[src/rtl/sar_seq_pkg.sv]
package sar_seq_pkg;

  typedef enum logic [1:0] {
    PH_IDLE = 2'd0,
    PH_AZ   = 2'd1,
    PH_ACQ  = 2'd2,
    PH_CONV = 2'd3
  } phase_t;

endpackage

[src/rtl/sar_clk_div.sv]
module sar_clk_div #(
  parameter int DIV_W = 2
) (
  input  logic             clk,
  input  logic             rst_n,
  input  logic             load,
  input  logic [DIV_W-1:0] sel,
  input  logic             run,
  output logic             tick
);

  localparam int PRE_W = (1 << DIV_W) - 1;

  logic [DIV_W-1:0] sel_q, sel_d;
  logic [PRE_W-1:0] pre_q, pre_d;
  logic [PRE_W-1:0] limit;

  always_comb begin
    limit = PRE_W'((32'd1 << sel_q) - 32'd1);
    tick  = run && (pre_q == limit);
  end

  always_comb begin
    sel_d = sel_q;
    pre_d = pre_q;
    if (load) begin
      sel_d = sel;
      pre_d = '0;
    end else if (run) begin
      pre_d = tick ? '0 : pre_q + 1'b1;
    end
  end

  always_ff @(posedge clk or negedge rst_n) begin
    if (!rst_n) begin
      sel_q <= '0;
      pre_q <= '0;
    end else begin
      sel_q <= sel_d;
      pre_q <= pre_d;
    end
  end

  // Above division by one, two divided ticks never arrive back to back.
  assert_tick_gap_R3: assert property (@(posedge clk) disable iff (!rst_n)
    (tick && sel_q != '0) |=> !tick);

  assert_tick_needs_run_R2: assert property (@(posedge clk) disable iff (!rst_n)
    tick |-> run);

endmodule

[src/rtl/sar_phase_ctrl.sv]
module sar_phase_ctrl
  import sar_seq_pkg::*;
#(
  parameter int AZ_PER   = 8,
  parameter int ACQ_PER  = 28,
  parameter int CONV_PER = 12,
  parameter int TOTAL    = AZ_PER + ACQ_PER + CONV_PER,
  parameter int CNT_W    = $clog2(TOTAL),
  parameter int IDX_W    = $clog2(CONV_PER)
) (
  input  logic             clk,
  input  logic             rst_n,
  input  logic             convert,
  input  logic             tick,
  output logic             start,
  output logic             busy,
  output logic             last,
  output logic             az_en,
  output logic             acq_en,
  output logic             conv_en,
  output logic             sample_stb,
  output logic [IDX_W-1:0] bit_idx
);

  localparam logic [CNT_W-1:0] AZ_END   = CNT_W'(AZ_PER);
  localparam logic [CNT_W-1:0] ACQ_END  = CNT_W'(AZ_PER + ACQ_PER);
  localparam logic [CNT_W-1:0] SAMP_CNT = CNT_W'(AZ_PER + ACQ_PER - 1);
  localparam logic [CNT_W-1:0] LAST_CNT = CNT_W'(TOTAL - 1);

  logic             conv_q;
  logic             busy_q, busy_d;
  logic [CNT_W-1:0] cnt_q, cnt_d;
  logic             samp_q, samp_d;
  phase_t           phase;

  always_comb begin
    start = convert && !conv_q && !busy_q;
    last  = tick && (cnt_q == LAST_CNT);
  end

  always_comb begin
    if (!busy_q)              phase = PH_IDLE;
    else if (cnt_q < AZ_END)  phase = PH_AZ;
    else if (cnt_q < ACQ_END) phase = PH_ACQ;
    else                      phase = PH_CONV;
  end

  always_comb begin
    busy       = busy_q;
    az_en      = (phase == PH_AZ);
    acq_en     = (phase == PH_ACQ);
    conv_en    = (phase == PH_CONV);
    sample_stb = samp_q;
    bit_idx    = IDX_W'(LAST_CNT - cnt_q);
  end

  always_comb begin
    busy_d = busy_q;
    cnt_d  = cnt_q;
    samp_d = tick && (cnt_q == SAMP_CNT);
    if (start) begin
      busy_d = 1'b1;
      cnt_d  = '0;
    end else if (tick) begin
      if (cnt_q == LAST_CNT) begin
        busy_d = 1'b0;
        cnt_d  = '0;
      end else begin
        cnt_d = cnt_q + 1'b1;
      end
    end
  end

  always_ff @(posedge clk or negedge rst_n) begin
    if (!rst_n) begin
      conv_q <= 1'b0;
      busy_q <= 1'b0;
      cnt_q  <= '0;
      samp_q <= 1'b0;
    end else begin
      conv_q <= convert;
      busy_q <= busy_d;
      cnt_q  <= cnt_d;
      samp_q <= samp_d;
    end
  end

  assert_start_R1: assert property (@(posedge clk) disable iff (!rst_n)
    start |=> (busy_q && cnt_q == '0));

  assert_one_phase_R4: assert property (@(posedge clk) disable iff (!rst_n)
    $countones({az_en, acq_en, conv_en}) == (busy_q ? 1 : 0));

  assert_edge_ignored_R8: assert property (@(posedge clk) disable iff (!rst_n)
    (busy_q && !last) |=> busy_q);

  assert_count_hold_R2: assert property (@(posedge clk) disable iff (!rst_n)
    (busy_q && !tick) |=> $stable(cnt_q));

  assert_sample_in_cycle_R5: assert property (@(posedge clk) disable iff (!rst_n)
    samp_q |-> (busy_q && cnt_q == ACQ_END));

endmodule

[src/rtl/sar_bit_engine.sv]
module sar_bit_engine #(
  parameter int RES_W = 12,
  parameter int IDX_W = $clog2(RES_W)
) (
  input  logic             clk,
  input  logic             rst_n,
  input  logic             clear,
  input  logic             conv_en,
  input  logic [IDX_W-1:0] bit_idx,
  input  logic             tick,
  input  logic             last,
  input  logic             comp_in,
  output logic [RES_W-1:0] trial,
  output logic [RES_W-1:0] dac_code,
  output logic [RES_W-1:0] result,
  output logic             data_valid
);

  logic [RES_W-1:0] sar_q, sar_d;
  logic [RES_W-1:0] res_q, res_d;
  logic             vld_q;

  for (genvar i = 0; i < RES_W; i++) begin : g_bit
    always_comb begin
      trial[i] = conv_en && (bit_idx == IDX_W'(i));
      if (clear)                sar_d[i] = 1'b0;
      else if (tick && trial[i]) sar_d[i] = comp_in;
      else                       sar_d[i] = sar_q[i];
    end
  end

  always_comb begin
    dac_code = sar_q | trial;
    res_d    = last ? {~sar_d[RES_W-1], sar_d[RES_W-2:0]} : res_q;
    result     = res_q;
    data_valid = vld_q;
  end

  always_ff @(posedge clk or negedge rst_n) begin
    if (!rst_n) begin
      sar_q <= '0;
      res_q <= '0;
      vld_q <= 1'b0;
    end else begin
      sar_q <= sar_d;
      res_q <= res_d;
      vld_q <= last;
    end
  end

  assert_trial_onehot_R6: assert property (@(posedge clk) disable iff (!rst_n)
    $onehot0(trial) && (conv_en || trial == '0));

  assert_decision_R7: assert property (@(posedge clk) disable iff (!rst_n)
    (tick && conv_en && !clear) |=>
      ((sar_q & $past(trial)) == ($past(comp_in) ? $past(trial) : '0)));

  assert_valid_pulse_R9: assert property (@(posedge clk) disable iff (!rst_n)
    vld_q |=> !vld_q);

  assert_result_hold_R9: assert property (@(posedge clk) disable iff (!rst_n)
    !last |=> $stable(res_q));

endmodule

[src/rtl/sar_conv_seq.sv]
module sar_conv_seq #(
  parameter int RES_W   = 12,
  parameter int AZ_PER  = 8,
  parameter int ACQ_PER = 28,
  parameter int DIV_W   = 2
) (
  input  logic             clk,
  input  logic             rst_n,
  input  logic             convert,
  input  logic [DIV_W-1:0] div_sel,
  input  logic             comp_in,
  output logic             busy,
  output logic             az_en,
  output logic             acq_en,
  output logic             conv_en,
  output logic             sample_stb,
  output logic [RES_W-1:0] trial,
  output logic [RES_W-1:0] dac_code,
  output logic [RES_W-1:0] result,
  output logic             data_valid
);

  localparam int TOTAL = AZ_PER + ACQ_PER + RES_W;
  localparam int CNT_W = $clog2(TOTAL);
  localparam int IDX_W = $clog2(RES_W);

  logic [1:0]       rst_pipe;
  logic             rst_s;
  logic             start;
  logic             tick;
  logic             last;
  logic [IDX_W-1:0] bit_idx;

  always_ff @(posedge clk or negedge rst_n) begin
    if (!rst_n) rst_pipe <= 2'b00;
    else        rst_pipe <= {rst_pipe[0], 1'b1};
  end

  assign rst_s = rst_pipe[1];

  sar_clk_div #(
    .DIV_W (DIV_W)
  ) u_div (
    .clk   (clk),
    .rst_n (rst_s),
    .load  (start),
    .sel   (div_sel),
    .run   (busy),
    .tick  (tick)
  );

  sar_phase_ctrl #(
    .AZ_PER   (AZ_PER),
    .ACQ_PER  (ACQ_PER),
    .CONV_PER (RES_W),
    .TOTAL    (TOTAL),
    .CNT_W    (CNT_W),
    .IDX_W    (IDX_W)
  ) u_ctrl (
    .clk        (clk),
    .rst_n      (rst_s),
    .convert    (convert),
    .tick       (tick),
    .start      (start),
    .busy       (busy),
    .last       (last),
    .az_en      (az_en),
    .acq_en     (acq_en),
    .conv_en    (conv_en),
    .sample_stb (sample_stb),
    .bit_idx    (bit_idx)
  );

  sar_bit_engine #(
    .RES_W (RES_W),
    .IDX_W (IDX_W)
  ) u_sar (
    .clk        (clk),
    .rst_n      (rst_s),
    .clear      (start),
    .conv_en    (conv_en),
    .bit_idx    (bit_idx),
    .tick       (tick),
    .last       (last),
    .comp_in    (comp_in),
    .trial      (trial),
    .dac_code   (dac_code),
    .result     (result),
    .data_valid (data_valid)
  );

  assert_valid_after_busy_R9: assert property (@(posedge clk) disable iff (!rst_s)
    data_valid |-> (!busy && $past(busy)));

endmodule

[config.mk]
export PLATFORM = sky130hd
export DESIGN_NAME = sar_conv_seq
export DESIGN_NICKNAME = d
export VERILOG_FILES = /design/src/rtl/sar_seq_pkg.sv /design/src/rtl/sar_clk_div.sv /design/src/rtl/sar_phase_ctrl.sv /design/src/rtl/sar_bit_engine.sv /design/src/rtl/sar_conv_seq.sv
export SDC_FILE = /design/constraint.sdc
export NUM_CORES = 1
export LEC_CHECK = 0
export ABC_AREA = 1
export CAP_MARGIN = 20
export CORE_MARGIN = 2
export CORE_UTILIZATION = 36
export DETAILED_ROUTE_END_ITERATION = 7
export GPL_ROUTABILITY_DRIVEN = 0
export GPL_TIMING_DRIVEN = 0
export PLACE_DENSITY_LB_ADDON = 0.12
export SETUP_SLACK_MARGIN = 0.1
export SLEW_MARGIN = 20
export SYNTH_ARGS = -nofsm -noshare
export SYNTH_HDL_FRONTEND = slang
export SYNTH_SLANG_ARGS = --single-unit
[constraint.sdc]
create_clock -name clk -period 1.83 [get_ports clk]
set_clock_uncertainty 0.1 [all_clocks]
set_input_delay 0.366 -clock clk [delete_from_list [all_inputs] [get_ports clk]]
set_output_delay 0.366 -clock clk [all_outputs]
set_load 0.005 [all_outputs]
==> results.tsv <==
stage	metric	value	unit
setup_path	reg2reg_depth	13	
global_route	grt_start_max_net_pins	25	
cells_and_area	fin_util	0.6435	
sta	min_period	2.185	ns
global_route	grt_first_pass_wirelength	10400	um
global_route	grt_pass1_vias	2178	
setup_path	end_kind	primary output	
detailed_routing	viasPerCell	4.872	
clock_network	htree_levels	2	
setup_path	cp-start-kind	flip-flop	
setup_path	slowest_stage	dfrtp_2	
synth	seq_area_frac_synth	0.4550	
clock_network	cts_root_buf	clkbuf_8	
pwr	p_sw	1.524	mW
detailed_routing	drc	0	
setup_path	path_cells	inv_4 > a21oi_4 > nand2_4 > buf_16 > buf_6 > o21ai_2 > buf_2	
setup_path	crit_cells	7	
cells_and_area	mostFrequentLayoutCells	65 x nand2_1, 41 x buf_6, 36 x dfrtp_1	
global_route	antenna_found_initial	0	
synth	synth_cells	274	
synth	synth_mux_area_frac	0	
synth	ys_ff_latch	41	
sta	setup_slack	-0.3550	ns
floorplanning	die_h	83.14	um
detailed_routing	wirelength	6903	um
clock_network	cts.clk_slew.worst_paths	0.08	ns
cells_and_area	drive_gt1_frac	0.5119	
pwr	seqPwrFrac	0.309	
place	placed_area	2843	sq um
setup_path	timing.critical_path.buf_inv	4	
synth	syn_avg_cell_area	8.229	sq um
synth	yosys.area_share.xor_xnor	0.007769	
setup_path	arrival	1.72	ns
hold_path	holdCritPathClass	flip-flop to asynchronous set/reset pin	
setup_path	cp_top_family	buffers and inverters	
floorplanning	ioPinCount	48	
setup_path	required	1.36	ns
global_route	groute.usage.overall	0.1864	
floorplanning	start_util	0.3764	
sta	hold_viol_final	0	
flow_run	cap_violations	0	
synth	synth_top_area_frac	0.4550	
place	dpl.hpwl	3911	um
clock_network	hold_buffers	0	
synth	synthTopCellsByArea	dfrtp_1 46%, nand2_1 16%, nor2_8 7.1%	
run_status	violations	setup timing	
detailed_routing	vias	2212	
sta	whs	0.08513	ns
clock_network	clock_path_buffers	2	
sta	setup_viol	30	
pwr	power.internal	2.340	mW
sta	period_share	1.194	
setup_path	crit_type	flip-flop to primary output	
detailed_routing	firstDrtPassIters	4	
sta	tns	-6.819	ns
pwr	power_density	1002	nW/um^2
setup_path	path_max_fanout	4	
run_status	status	complete, but fails checks	
place	io_buffers	47	
pwr	switching_share	0.3944	
pwr	clockPowerShare	0.189	
synth	synthSimpleGateAreaFrac	0.3713	
floorplanning	die_w	83.14	um
clock_network	cts_tree	built	
clock_network	clk_latency	0.30	ns
synth	yosysUniqueCellTypes	26	
floorplanning	dieArea	6912	sq um
sta	max_freq	457.7	MHz
cells_and_area	stdcell_count	454	
setup_path	slowest_delay	0.46	ns
pwr	p_comb_frac	0.502	
clock_network	clkSinkCount	41	
cells_and_area	layout_commonest_cell	nand2_1	
cells_and_area	syn_to_final_growth	70.98	%
global_route	overflow	0	
detailed_routing	antenna_left	0	
place	placed_cells	397	
sta	rsz0062_at_grt	true	
cells_and_area	nNetsFinal	389	
clock_network	cts_made_buffers	5	
synth	yosys_warnings	0	
floorplanning	core_area	5991	sq um
detailed_routing	drtIter0Drc	89	
cells_and_area	n_antenna_cell	0	
synth	synth_top_family_by_area	simple AND/OR/NAND/NOR gates	
synth	synthesis.nets	285	
pwr	worst_ir_drop_vdd	502.2	uV
synth	synth_fa_ha_area_frac	0.02775	
pwr	power.total	3.864	mW
place	place_ws	-0.5234	ns
synth	netlist_area	2255	sq um
pwr	p_leak	1.986	nW
detailed_routing	routedWlPerCell	15.20	um
synth	yosysTopAreaCell	dfrtp_1	
cells_and_area	final_cell_area	3855	sq um
synth	synth_compound_area_frac	0.07381	
sta	drv_slew	0	
floorplanning	row_count	28	
-- power groups by stage --
stage | sequential (mW) | combinational (mW) | clock, mW
2_1_floorplan | 1.15 | 0.754 | 0
3_3_place_gp | 1.18 | 1.06 | 0
3_5_place_dp | 1.18 | 1.09 | 0
4_1_cts | 1.17 | 1.51 | 0.740
5_1_grt | 1.21 | 2.09 | 0.790
6_report | 1.19 | 1.94 | 0.730
-- layer usage --
metal / global-route usage / wire [um] / up-vias
met1: 0.2416 / 3064 / 1071
met4: 0.04769 / 59 / 0
li1: - / - / 1073
met2: 0.3189 / 3518 / 61
met5: 0 / 0 / -
met3: 0.03678 / 262 / 7
-- cells by family (layout without fill, tap and decap cells) --
family	count (synthesis)	in the layout
XOR/XNOR	2	2
flip-flops	41	41
buffers and inverters	30	135
AND/OR/NAND/NOR	164	164
adder cells (fa/ha/maj)	5	5
AO/OA/AOI/OAI	31	31
other	1	1
-- worst paths after layout --
kind	slack, ns	endpoint	startpoint
worst min-delay path	0.09	u_sar.result[4]	rst_pipe[1]
min in group clk	0.13	u_ctrl.conv_q	convert
worst max register to register	-0.07	u_sar.result[9]	u_ctrl.cnt_q[3]
max in group asynchronous	1.06	u_ctrl.cnt_q[5]	rst_pipe[1]
worst min register to register	0.09	u_sar.result[4]	rst_pipe[1]
worst max-delay path	-0.35	dac_code[11]	u_ctrl.cnt_q[3]
-- area by class of cell --
cell class              count  area [sq um]
plain buffers               8         93.84
clock buffers               6         72.57
clock inverters             2         35.03
fillers                   476          2136
inverters                  22         90.09
multi-input cells         203          1420
flip-flops and latches     41          1032
well taps                  75         93.84
repair buffers             97          1017
-- worst reg2reg max path, delay by kind of cell (launching register included) --
family	cells	cell delay [ns]
flip-flops	1	0.46
AO/OA/AOI/OAI	1	0.19
AND/OR/NAND/NOR	7	0.51
buffers and inverters	5	0.55
-- state kept, by name, indices dropped and copies added (netlist names) --
name / flops
u_sar.result: 12
u_sar.sar_q: 12
u_ctrl.cnt_q: 6
u_div.pre_q: 3
rst_pipe: 2
u_div.sel_q: 2
u_ctrl.busy: 1
u_ctrl.conv_q: 1
u_ctrl.sample_stb: 1
u_sar.data_valid: 1
-- what timing repair did --
| item | CTS | global route |
|---|---|---|
| resized for setup | 203 | 74 |
| buffers inserted | 29 | 21 |
| endpoints found under the setup margin | 57 | 58 |
| gates cloned | 1 | 2 |
| pin swaps | 22 | 30 |
-- cells in the mapped netlist --
| cell | count |
|---|---|
| inv_2 | 2 |
| a21oi_1 | 16 |
| o21a_1 | 1 |
| ha_1 | 5 |
| xor2_1 | 2 |
| o22ai_1 | 1 |
| inv_1 | 20 |
| a21oi_2 | 2 |
| nor2_4 | 2 |
| buf_12 | 1 |
| nor4_1 | 1 |
| dfrtp_1 | 41 |
| nor2_1 | 16 |
| nor2_8 | 8 |
| nor3_2 | 1 |
| nand3_1 | 26 |
| or2_2 | 11 |
| nand2_1 | 96 |
| buf_2 | 4 |
| clkbuf_1 | 1 |
| o21ai_0 | 11 |
| nand3b_1 | 1 |
| conb_1 | 1 |
| buf_4 | 2 |
| nor3_1 | 1 |
| nand2_2 | 1 |
No activity file was read; power rests on OpenSTA's default activity.
